### src/rtl/stepidx_pkg.sv
// Shared types and helpers for the microstep indexer.
// Assumes 64 index positions per electrical cycle, 16 of them per quarter wave.
package stepidx_pkg;

    localparam int IDX_W   = 6;
    localparam int QTR_POS = 16;
    localparam int MAG_W   = 8;

    typedef logic [IDX_W-1:0] idx_t;
    typedef logic [MAG_W-1:0] mag_t;

    localparam idx_t HOME_IDX = idx_t'(QTR_POS / 2);

    // Value = log2 of the number of sixteenth positions per step, counted downward.
    typedef enum logic [2:0] {
        RES_FULL      = 3'd0,
        RES_HALF      = 3'd1,
        RES_QUARTER   = 3'd2,
        RES_EIGHTH    = 3'd3,
        RES_SIXTEENTH = 3'd4
    } res_t;

    // Map the 3-pin select code to a resolution; unused codes select full step.
    function automatic res_t decode_res(input logic [2:0] sel);
        case (sel)
            3'b000:  return RES_FULL;
            3'b001:  return RES_HALF;
            3'b010:  return RES_QUARTER;
            3'b011:  return RES_EIGHTH;
            3'b111:  return RES_SIXTEENTH;
            default: return RES_FULL;
        endcase
    endfunction

    // Index positions moved per step for a resolution.
    function automatic idx_t step_size(input res_t r);
        return idx_t'(QTR_POS) >> r;
    endfunction

    // round(255 * sin(k * 90deg / 16)) for k = 0..16.
    function automatic mag_t quarter_sine(input logic [4:0] k);
        case (k)
            5'd0:    return 8'd0;
            5'd1:    return 8'd25;
            5'd2:    return 8'd50;
            5'd3:    return 8'd74;
            5'd4:    return 8'd98;
            5'd5:    return 8'd120;
            5'd6:    return 8'd142;
            5'd7:    return 8'd162;
            5'd8:    return 8'd180;
            5'd9:    return 8'd197;
            5'd10:   return 8'd212;
            5'd11:   return 8'd225;
            5'd12:   return 8'd236;
            5'd13:   return 8'd244;
            5'd14:   return 8'd250;
            5'd15:   return 8'd254;
            default: return 8'd255;
        endcase
    endfunction

endpackage

### src/rtl/stepidx_sync.sv
// Multi-stage level synchronizer for asynchronous command pins.
// Assumes each bit is an independent level; no bus coherency is implied.
module stepidx_sync #(
    parameter int               WIDTH   = 1,
    parameter int               STAGES  = 2,
    parameter logic [WIDTH-1:0] RST_VAL = '0
) (
    input  logic             clk,
    input  logic             rst_n,
    input  logic [WIDTH-1:0] d_i,
    output logic [WIDTH-1:0] q_o
);

    logic [WIDTH-1:0] pipe [STAGES];

    // Shift the pin level through the synchronizer chain.
    always_ff @(posedge clk) begin
        if (!rst_n) begin
            for (int s = 0; s < STAGES; s++) pipe[s] <= RST_VAL;
        end else begin
            pipe[0] <= d_i;
            for (int s = 1; s < STAGES; s++) pipe[s] <= pipe[s-1];
        end
    end

    assign q_o = pipe[STAGES-1];

endmodule

### src/rtl/stepidx_pulse_qual.sv
// Step pulse qualifier: a level is accepted only after it has held for
// MIN_PULSE consecutive clocks; emits a one-clock pulse per accepted rise.
// Assumes lvl_i is already synchronous to clk.
module stepidx_pulse_qual #(
    parameter int MIN_PULSE = 50
) (
    input  logic clk,
    input  logic rst_n,
    input  logic lvl_i,
    output logic rise_o
);

    localparam int             CNT_W    = $clog2(MIN_PULSE + 1);
    localparam logic [CNT_W-1:0] CNT_LAST = CNT_W'(MIN_PULSE - 1);

    logic             filt;
    logic             filt_q;
    logic [CNT_W-1:0] run_cnt;

    // Count clocks the input disagrees with the filtered level; adopt it at the limit.
    always_ff @(posedge clk) begin
        if (!rst_n) begin
            filt    <= 1'b0;
            run_cnt <= '0;
        end else if (lvl_i == filt) begin
            run_cnt <= '0;
        end else if (run_cnt == CNT_LAST) begin
            filt    <= lvl_i;
            run_cnt <= '0;
        end else begin
            run_cnt <= run_cnt + 1'b1;
        end
    end

    // Delay the filtered level for edge detection.
    always_ff @(posedge clk) begin
        if (!rst_n) filt_q <= 1'b0;
        else        filt_q <= filt;
    end

    assign rise_o = filt & ~filt_q;


    single_rise_chk: assert property (@(posedge clk) disable iff (!rst_n)
        rise_o |=> !rise_o);


    filt_follow_chk: assert property (@(posedge clk) disable iff (!rst_n)
        (filt != $past(filt)) |-> (filt == $past(lvl_i)));

endmodule

### src/rtl/stepidx_angle.sv
// Electrical-angle index register. On a qualified step it snaps the index to
// the grid of the current resolution (home-aligned, ties upward), then moves
// one step in the commanded direction. Rehome forces the home angle.
// Assumes step_evt_i is a single-cycle pulse.
module stepidx_angle import stepidx_pkg::*; (
    input  logic clk,
    input  logic rst_n,
    input  logic step_evt_i,
    input  logic fwd_i,
    input  res_t res_i,
    input  logic rehome_i,
    input  logic awake_i,
    output idx_t idx_o
);

    idx_t inc;
    idx_t grid_mask;
    idx_t rel;
    idx_t snapped;
    idx_t next_idx;

    // Compute the snapped position and the next index for this step.
    always_comb begin
        inc       = step_size(res_i);
        grid_mask = inc - idx_t'(1);
        rel       = idx_o - HOME_IDX;
        snapped   = (rel + (inc >> 1)) & ~grid_mask;
        next_idx  = fwd_i ? (snapped + inc + HOME_IDX)
                          : (snapped - inc + HOME_IDX);
    end

    // Hold, rehome or advance the index.
    always_ff @(posedge clk) begin
        if (!rst_n || rehome_i) idx_o <= HOME_IDX;
        else if (step_evt_i && awake_i) idx_o <= next_idx;
    end


    grid_align_chk: assert property (@(posedge clk) disable iff (!rst_n)
        (step_evt_i && awake_i && !rehome_i) |=>
            (((idx_o - HOME_IDX) & $past(grid_mask)) == idx_t'(0)));


    sleep_hold_chk: assert property (@(posedge clk) disable iff (!rst_n)
        (!awake_i && !rehome_i) |=> (idx_o == $past(idx_o)));


    rehome_chk: assert property (@(posedge clk) disable iff (!rst_n)
        rehome_i |=> (idx_o == HOME_IDX));

endmodule

### src/rtl/stepidx_phase_lut.sv
// Quarter-wave sine lookup for one winding. PHASE_OFS shifts the angle by
// index positions (16 turns sine into cosine). Output is magnitude plus sign.
// Assumes 64 positions per cycle; zero magnitude is reported as positive.
module stepidx_phase_lut import stepidx_pkg::*; #(
    parameter int PHASE_OFS = 0
) (
    input  idx_t idx_i,
    output mag_t mag_o,
    output logic neg_o
);

    idx_t       angle;
    logic [4:0] qtr_pos;

    // Fold the angle into the first quadrant and read the table.
    always_comb begin
        angle   = idx_i + idx_t'(PHASE_OFS);
        qtr_pos = angle[4] ? (5'd16 - {1'b0, angle[3:0]}) : {1'b0, angle[3:0]};
        mag_o   = quarter_sine(qtr_pos);
        neg_o   = angle[5] && (mag_o != '0);
    end

endmodule

### src/rtl/stepper_indexer.sv
// Step/direction microstep indexer top. Synchronizes the command pins,
// qualifies step pulses, keeps the electrical angle and produces registered
// sine/cosine current setpoints for two windings.
// Assumes all command pins are asynchronous to clk.
module stepper_indexer import stepidx_pkg::*; #(
    parameter int MIN_PULSE   = 50,
    parameter int SYNC_STAGES = 2
) (
    input  logic             clk,
    input  logic             rst_n,
    input  logic             step_i,
    input  logic             dir_i,
    input  logic [2:0]       res_sel_i,
    input  logic             rehome_n_i,
    input  logic             sleep_n_i,
    output logic             drive_en_o,
    output logic [MAG_W-1:0] ph1_mag_o,
    output logic             ph1_neg_o,
    output logic [MAG_W-1:0] ph2_mag_o,
    output logic             ph2_neg_o,
    output logic             at_home_o
);

    localparam int NUM_PH = 2;

    logic       step_s;
    logic [3:0] ctl_s;
    logic [1:0] pwr_s;
    logic       step_evt;
    logic       awake;
    logic       rehome;
    res_t       res;
    idx_t       idx;
    mag_t       lut_mag [NUM_PH];
    logic       lut_neg [NUM_PH];

    stepidx_sync #(.WIDTH(1), .STAGES(SYNC_STAGES), .RST_VAL(1'b0)) u_step_sync (
        .clk(clk), .rst_n(rst_n), .d_i(step_i), .q_o(step_s)
    );

    stepidx_sync #(.WIDTH(4), .STAGES(SYNC_STAGES), .RST_VAL(4'b1000)) u_ctl_sync (
        .clk(clk), .rst_n(rst_n), .d_i({dir_i, res_sel_i}), .q_o(ctl_s)
    );

    stepidx_sync #(.WIDTH(2), .STAGES(SYNC_STAGES), .RST_VAL(2'b11)) u_pwr_sync (
        .clk(clk), .rst_n(rst_n), .d_i({sleep_n_i, rehome_n_i}), .q_o(pwr_s)
    );

    stepidx_pulse_qual #(.MIN_PULSE(MIN_PULSE)) u_qual (
        .clk(clk), .rst_n(rst_n), .lvl_i(step_s), .rise_o(step_evt)
    );

    assign awake  = pwr_s[1];
    assign rehome = !pwr_s[0];
    assign res    = decode_res(ctl_s[2:0]);

    stepidx_angle u_angle (
        .clk(clk), .rst_n(rst_n), .step_evt_i(step_evt), .fwd_i(ctl_s[3]),
        .res_i(res), .rehome_i(rehome), .awake_i(awake), .idx_o(idx)
    );

    for (genvar g = 0; g < NUM_PH; g++) begin : g_phase
        stepidx_phase_lut #(.PHASE_OFS(g * QTR_POS)) u_lut (
            .idx_i(idx), .mag_o(lut_mag[g]), .neg_o(lut_neg[g])
        );
    end

    // Register the winding setpoints, gated off while asleep.
    always_ff @(posedge clk) begin
        if (!rst_n) begin
            drive_en_o <= 1'b0;
            ph1_mag_o  <= '0;
            ph1_neg_o  <= 1'b0;
            ph2_mag_o  <= '0;
            ph2_neg_o  <= 1'b0;
        end else begin
            drive_en_o <= awake;
            ph1_mag_o  <= awake ? lut_mag[0] : '0;
            ph1_neg_o  <= awake && lut_neg[0];
            ph2_mag_o  <= awake ? lut_mag[1] : '0;
            ph2_neg_o  <= awake && lut_neg[1];
        end
    end

    // Register the home indication.
    always_ff @(posedge clk) begin
        if (!rst_n) at_home_o <= 1'b0;
        else        at_home_o <= (idx == HOME_IDX);
    end


    sleep_quiet_chk: assert property (@(posedge clk) disable iff (!rst_n)
        !awake |=> (!drive_en_o && ph1_mag_o == '0 && ph2_mag_o == '0
                    && !ph1_neg_o && !ph2_neg_o));


    quadrature_chk: assert property (@(posedge clk) disable iff (!rst_n)
        (drive_en_o && ph1_mag_o == 8'd255) |-> (ph2_mag_o == 8'd0));


    home_level_chk: assert property (@(posedge clk) disable iff (!rst_n)
        (drive_en_o && at_home_o) |-> (ph1_mag_o == 8'd180 && ph2_mag_o == 8'd180
                                       && !ph1_neg_o && !ph2_neg_o));

endmodule

### config.mk
export PLATFORM = sky130hd
export DESIGN_NAME = stepper_indexer
export DESIGN_NICKNAME = d
export VERILOG_FILES = /design/src/rtl/stepidx_pkg.sv /design/src/rtl/stepidx_sync.sv /design/src/rtl/stepidx_pulse_qual.sv /design/src/rtl/stepidx_angle.sv /design/src/rtl/stepidx_phase_lut.sv /design/src/rtl/stepper_indexer.sv
export SDC_FILE = /design/constraint.sdc
export NUM_CORES = 1
export LEC_CHECK = 0
export BUFFER_PORTS_ARGS = -buffer_cell sky130_fd_sc_hd__buf_4
export CAP_MARGIN = 15
export CORE_MARGIN = 3
export CORE_UTILIZATION = 60
export DETAILED_ROUTE_END_ITERATION = 10
export PLACE_DENSITY = 0.77
export SLEW_MARGIN = 10
export SYNTH_ARGS = -nofsm -noshare
export SYNTH_HDL_FRONTEND = slang
export SYNTH_HIERARCHICAL = 1
export SYNTH_SLANG_ARGS = --single-unit
### constraint.sdc
create_clock -name clk -period 7.16 [get_ports clk]
set_input_delay 1.432 -clock clk [delete_from_list [all_inputs] [get_ports clk]]
set_output_delay 1.432 -clock clk [all_outputs]
set_load 0.02 [all_outputs]
Word-level counts from Yosys, hierarchy flattened

Memories as Yosys holds them, arrays and structs flattened.
Cells that the tools add are included.

Register bits: 34
Latch bits: 0
RAM bits: 14
Bits in read-only memories: 256
Word-level logic and storage cells: 73
Memories kept: 5

Memories:

| name             | depth | width | rd ports | clocked after Yosys merged registers in | wr ports | RTL line           | text |
|---|---|---|---|---|---|---|---|
| (no name shown)  | 16    | 8     | 1        | 0                                       | 0        | stepidx_pkg.sv:42  | `case (k)` |
| (no name shown)  | 16    | 8     | 1        | 0                                       | 0        | stepidx_pkg.sv:42  |  |
| u_ctl_sync.pipe  | 2     | 4     | 2        | 0                                       | 2        | stepidx_sync.sv:14 | `logic [WIDTH-1:0] pipe [STAGES];` |
| u_pwr_sync.pipe  | 2     | 2     | 2        | 0                                       | 2        | stepidx_sync.sv:14 |  |
| u_step_sync.pipe | 2     | 1     | 2        | 0                                       | 2        | stepidx_sync.sv:14 |  |

$add $sub $neg: 11
Multipliers: 0
Divide/modulo/power cells: 0
$lt $le $gt $ge: 0
Eq/ne operators: 7
Shift operators: 1
Multiplexer cells: 14
Bitwise gates (word level): 12
Reductions and logical operators: 13

Operator list:

| cell                                                                | number |
|---|---|
| 8-bit two-way mux                                                   | 2 |
| 8-bit nonzero test                                                  | 2 |
| 6-bit by 4-bit adder with 6-bit output (second input constant)      | 2 |
| 3-bit case mux with 4 select lines                                  | 1 |
| 5-bit two-way mux                                                   | 2 |
| 5-bit by 4-bit subtractor with 5-bit output (first input constant)  | 2 |
| 4-bit two-way mux                                                   | 2 |
| 6-bit by 1-bit adder with 6-bit output (second input constant)      | 1 |
| 6-bit by 5-bit adder with 6-bit output                              | 1 |
| 6-bit by 5-bit adder with 6-bit output (second input constant)      | 1 |
| 6-bit adder                                                         | 1 |
| 6-bit bitwise AND                                                   | 1 |
| 3-bit by 2-bit == test with 1-bit output (second input constant)    | 2 |
| 6-bit by 4-bit == test with 1-bit output (second input constant)    | 1 |
| 6-bit == test (second input constant)                               | 1 |
| 6-bit two-way mux                                                   | 1 |
| 6-bit NOT                                                           | 1 |
| 1-bit bitwise OR                                                    | 6 |
| 5-bit by 3-bit right shift with 6-bit output (first input constant) | 1 |
| 6-bit by 1-bit subtractor with 6-bit output (second input constant) | 1 |
| 6-bit by 4-bit subtractor with 6-bit output (second input constant) | 1 |
| 6-bit subtractor                                                    | 1 |
| 1-bit logical AND                                                   | 5 |
| 1-bit two-way mux                                                   | 4 |
| other kinds (10)                                                    | 15 |

Logic depth before layout (Yosys ltp)

An unclocked memory read counts as a cell.

Depth in word-level cells: 10
Mapped depth: 19

Cells and area by module

Netlist, hierarchy kept.

Modules (own cells, without submodules):

| module                                | instances | cells each | area each (um^2) |
|---|---|---|---|
| stepidx_angle                         | 1         | 133        | 1053.5 |
| stepper_indexer                       | 1         | 48         | 604.3 |
| stepidx_phase_lut at g_phase[0].u_lut | 1         | 68         | 526.8 |
| stepidx_phase_lut at g_phase[1].u_lut | 1         | 62         | 451.7 |
| stepidx_pulse_qual                    | 1         | 36         | 335.3 |
| stepidx_sync at u_ctl_sync            | 1         | 20         | 240.2 |
| stepidx_sync at u_pwr_sync            | 1         | 10         | 120.1 |
| stepidx_sync at u_step_sync           | 1         | 4          | 52.6 |

Worst setup path before layout

No wires, ideal clock.

Kind: reg-to-reg
Start: memory u_ctl_sync.pipe[1][2], in the netlist u_ctl_sync/pipe[0][6]
End: register u_angle.idx_o[5]
Arrival time: 3.835 ns
Data required time: 7.044 ns
Slack: 3.209 ns
Stages on the path, launching flop included: 19
Cells stage by stage: dfxtp_1 buf_4 and3_1 clkbuf_1 or3b_2 inv_1 ha_1 ha_1 fa_1 nor2b_1 ha_1 inv_1 fa_1 nor2b_1 o21a_1 nor2_1 a21o_1 a21o_1 a31o_1

RTL lines:

| what                 | RTL line            | text |
|---|---|---|
| from (decl)          | stepidx_sync.sv:14  |  |
| to (signal assigned) | stepidx_angle.sv:35 | `else if (step_evt_i && awake_i) idx_o <= next_idx;` |
| to (decl)            | stepidx_angle.sv:13 | `output idx_t idx_o` |

==> impl_metrics.tcl <==
set metrics [dict create \
    vias 2639 \
    synth-xor-area-share_pct 5.95 \
    yosysTopAreaCell "dfxtp_1" \
    critPathBufInv 2 \
    period_share_pct 56.6 \
    syn-mean-instance-area_um2 8.88 \
    ctsLongestPathBuffers 2 \
    grt_use_total_pct 20.7 \
    hp-start "u_ctl_sync/pipe[0][3]" \
    ctsRootBufferMaster "clkbuf_8" \
    rsz0062_at_grt "false" \
    grt_remaining_overflow 0 \
    post-cts-setup-buffers 0 \
    nFillCells 436 \
    tns_ns 0 \
    status "complete, no violations" \
    yosys-mux-area-fraction_pct 2.85 \
    tightest_slew_ns 0.827 \
    grt_pass1_wl_mm 11.1 \
    min_path_type "reg2reg" \
    io_pins 29 \
    utilization_pct 69.2 \
    dieArea_um2 6580 \
    drive_above_1_share_pct 17.5 \
    synth_top_area_share_pct 28.4 \
    period_minus_slack_ns 4.06 \
    slew_violations 0 \
    die_h_um 81.1 \
    antenna_found_initial 0 \
    synth-compound-area-share_pct 17.4 \
    ir_drop_v 0.000131 \
    power-per-cell-area_nw_per_um2 133 \
    critical_path.cell_chain "nor2b_1 > or3b_2 > inv_1 > ha_1 > ha_1 > fa_1 > nor2b_1 > ha_1 > inv_1 > fa_1 > nor2b_1 > o21a_1 > nor2_1 > a21o_1 > a21o_1 > a31o_1" \
    synthToLayoutAreaGrowth_pct 7.69 \
    cp-startpoint "u_ctl_sync/pipe[0][5]" \
    drt.antenna.violating_nets 0 \
    core-area_um2 5270 \
    synth_top_family_by_area "simple AND/OR/NAND/NOR gates" \
    dp_hpwl_mm 4.66 \
    clock_sinks 48 \
    grt_max_degree 40 \
    cap_viol_max_count 0 \
    drc 0 \
    cts_tree "built" \
    register_area_um2 961 \
    nNetsFinal 445 \
    synthAdderAreaFrac_pct 14.3 \
    ys_top_cells_by_area "dfxtp_1 (28%), ha_1 (12%), inv_1 (3.4%)" \
    synth-edff-count 0 \
    synthArstFlopShare_pct 0 \
    synthSimpleGateAreaFrac_pct 23.2 \
    ys_seq_area_share_pct 28.4 \
    path_max_fanout 8 \
    multi_input_area_um2 2150 \
    dr.pass1.iters 4 \
    routed_wl_mm 6.16 \
    die_w_um 81.1 \
    netlist_area_um2 3380 \
    yosys_register_bits 48 \
    clk_pin_slew_worst_paths_ns 0.08 \
    ys_warn_count 6 \
    htree_levels 2 \
    place.gp.congestion 0.883 \
    yosysUniqueCellTypes 71 \
    path_class "reg2reg" \
    relSlewSlack_pct 44.8 \
    hold_buffers 0 \
    max_freq_mhz 247 \
    synthFlopType "dfxtp_1" \
    clkLatencyLatePin_ns 0.29 \
    core.rowCount 26 \
    arrival_ns 4.24 \
    skew_ns 0.00781 \
    cts_resized 0 \
    numCtsBuffers 5 \
    cp_slowest_cell "or3b_2" \
    drt_iter0_markers 148 \
    post_drt_wl_per_cell_um 13.1 \
    syn_nets 426 \
    worstReg2RegStart "u_ctl_sync/pipe[0][5]" \
    leakagePower_nw 1.69 \
    end_kind "register" \
    grt_pass1_vias 2597 \
    port_buffers 28 \
    diodes 0 \
    cp.required_ns 7.35 \
    final_hold_viol_count 0 \
    viasPerCell 5.60 \
    crit_family "adder cells" \
    setup_viol 0 \
    start_kind "register" \
    crit_path_max_incr_delay_ns 0.51 \
    netlist_instances 381 \
    initial_core_util_pct 64.2 \
]
==> synthesized netlist by cell type, types with 3 or more instances <==
cell type,instances
o21ai_1,6
a21o_1,7
buf_6,6
a21oi_1,15
and2_1,12
nand2_1,15
buf_4,8
and3_1,13
o22ai_1,4
nand2b_1,7
nand3_1,13
fa_1,3
buf_2,3
a211oi_1,4
dfxtp_1,48
o21ai_0,13
nor2b_1,7
ha_1,33
or3_1,6
o211ai_1,5
nor4_1,3
xnor2_1,11
nor3_1,3
and3_2,9
xor2_1,7
inv_1,31
mux2i_1,7
o32ai_1,3
nor2_1,27
==> final cells by class <==
type | instances | share of cell area (%)
clock inverters | 3 | 0.584
repair buffers | 31 | 6.39
well taps | 70 | 2.40
flip-flops and latches | 48 | 26.4
clock buffers | 5 | 1.89
multi-input cells | 282 | 59.1
inverters | 32 | 3.30
==> kinds of logic (layout without fill, tap and decap cells) <==
logic type               after synthesis  in the layout
flip-flops                            48             48
adder cells (fa/ha/maj)               37             37
buffers and inverters                 51             71
XOR/XNOR                              20             20
multiplexers                           9              9
AND/OR/NAND/NOR                      134            134
AO/OA/AOI/OAI                         82             82
==> flip-flops by register name, indices dropped and copies added, names as in the netlist, 2 cells and up <==
register,cells
u_step_sync/pipe,2
u_ctl_sync/pipe,8
ph2_mag_o,8
u_qual/run_cnt,6
u_pwr_sync/pipe,4
u_angle/idx_o,6
ph1_mag_o,8
==> power by group <==
group | leakage [nW] | switching (mW) | internal (mW)
logic | 1.26 | 0.0245 | 0.0229
registers | 0.394 | 0.00352 | 0.274
clock network | 0.0445 | 0.0895 | 0.0694
total | 1.69 | 0.118 | 0.366
==> final timing paths <==
path	endpoint	cells after the start	slack, ns
worst max-delay path	u_angle/idx_o[5]	16	3.10
worst min-delay path	u_ctl_sync/pipe[0][7]	1	0.42
worst max register to register	u_angle/idx_o[5]	16	3.10
worst min register to register	u_ctl_sync/pipe[0][7]	1	0.42
==> per-stage QoR <==
step	hold WS [ns]	power (mW)	cells	area [um2]	worst slack, ns
after CTS	0.420	0.490	471	3640	3.10
after detailed placement	0.399	0.332	463	3550	3.11
after global routing	0.441	0.507	471	3640	2.79
final	0.420	0.484	471	3640	3.10
after global placement	0.390	0.331	463	3550	3.19
after floorplan	0.386	0.319	381	3380	3.21
==> cell usage in the layout (no fill, tap or decap), types with 9 or more instances in the layout <==
cell / synthesis / layout
nand2_1: 15 / 15
nor2_1: 27 / 27
and3_2: 9 / 9
dfxtp_1: 48 / 48
xnor2_1: 11 / 11
inv_1: 31 / 31
buf_4: 8 / 31
ha_1: 33 / 33
a21oi_1: 15 / 15
and3_1: 13 / 13
nand3_1: 13 / 13
o21ai_0: 13 / 13
and2_1: 12 / 12
==> per-layer routing <==
layer	wire length (um)	global-route usage (%)	vias to the layer above
met5	0	0	-
met4	38	4.05	0
met3	243	3.66	2
met2	3080	38.3	47
met1	2800	25.1	1221
li1	-	-	1369
(Power assumes the default switching activity.)
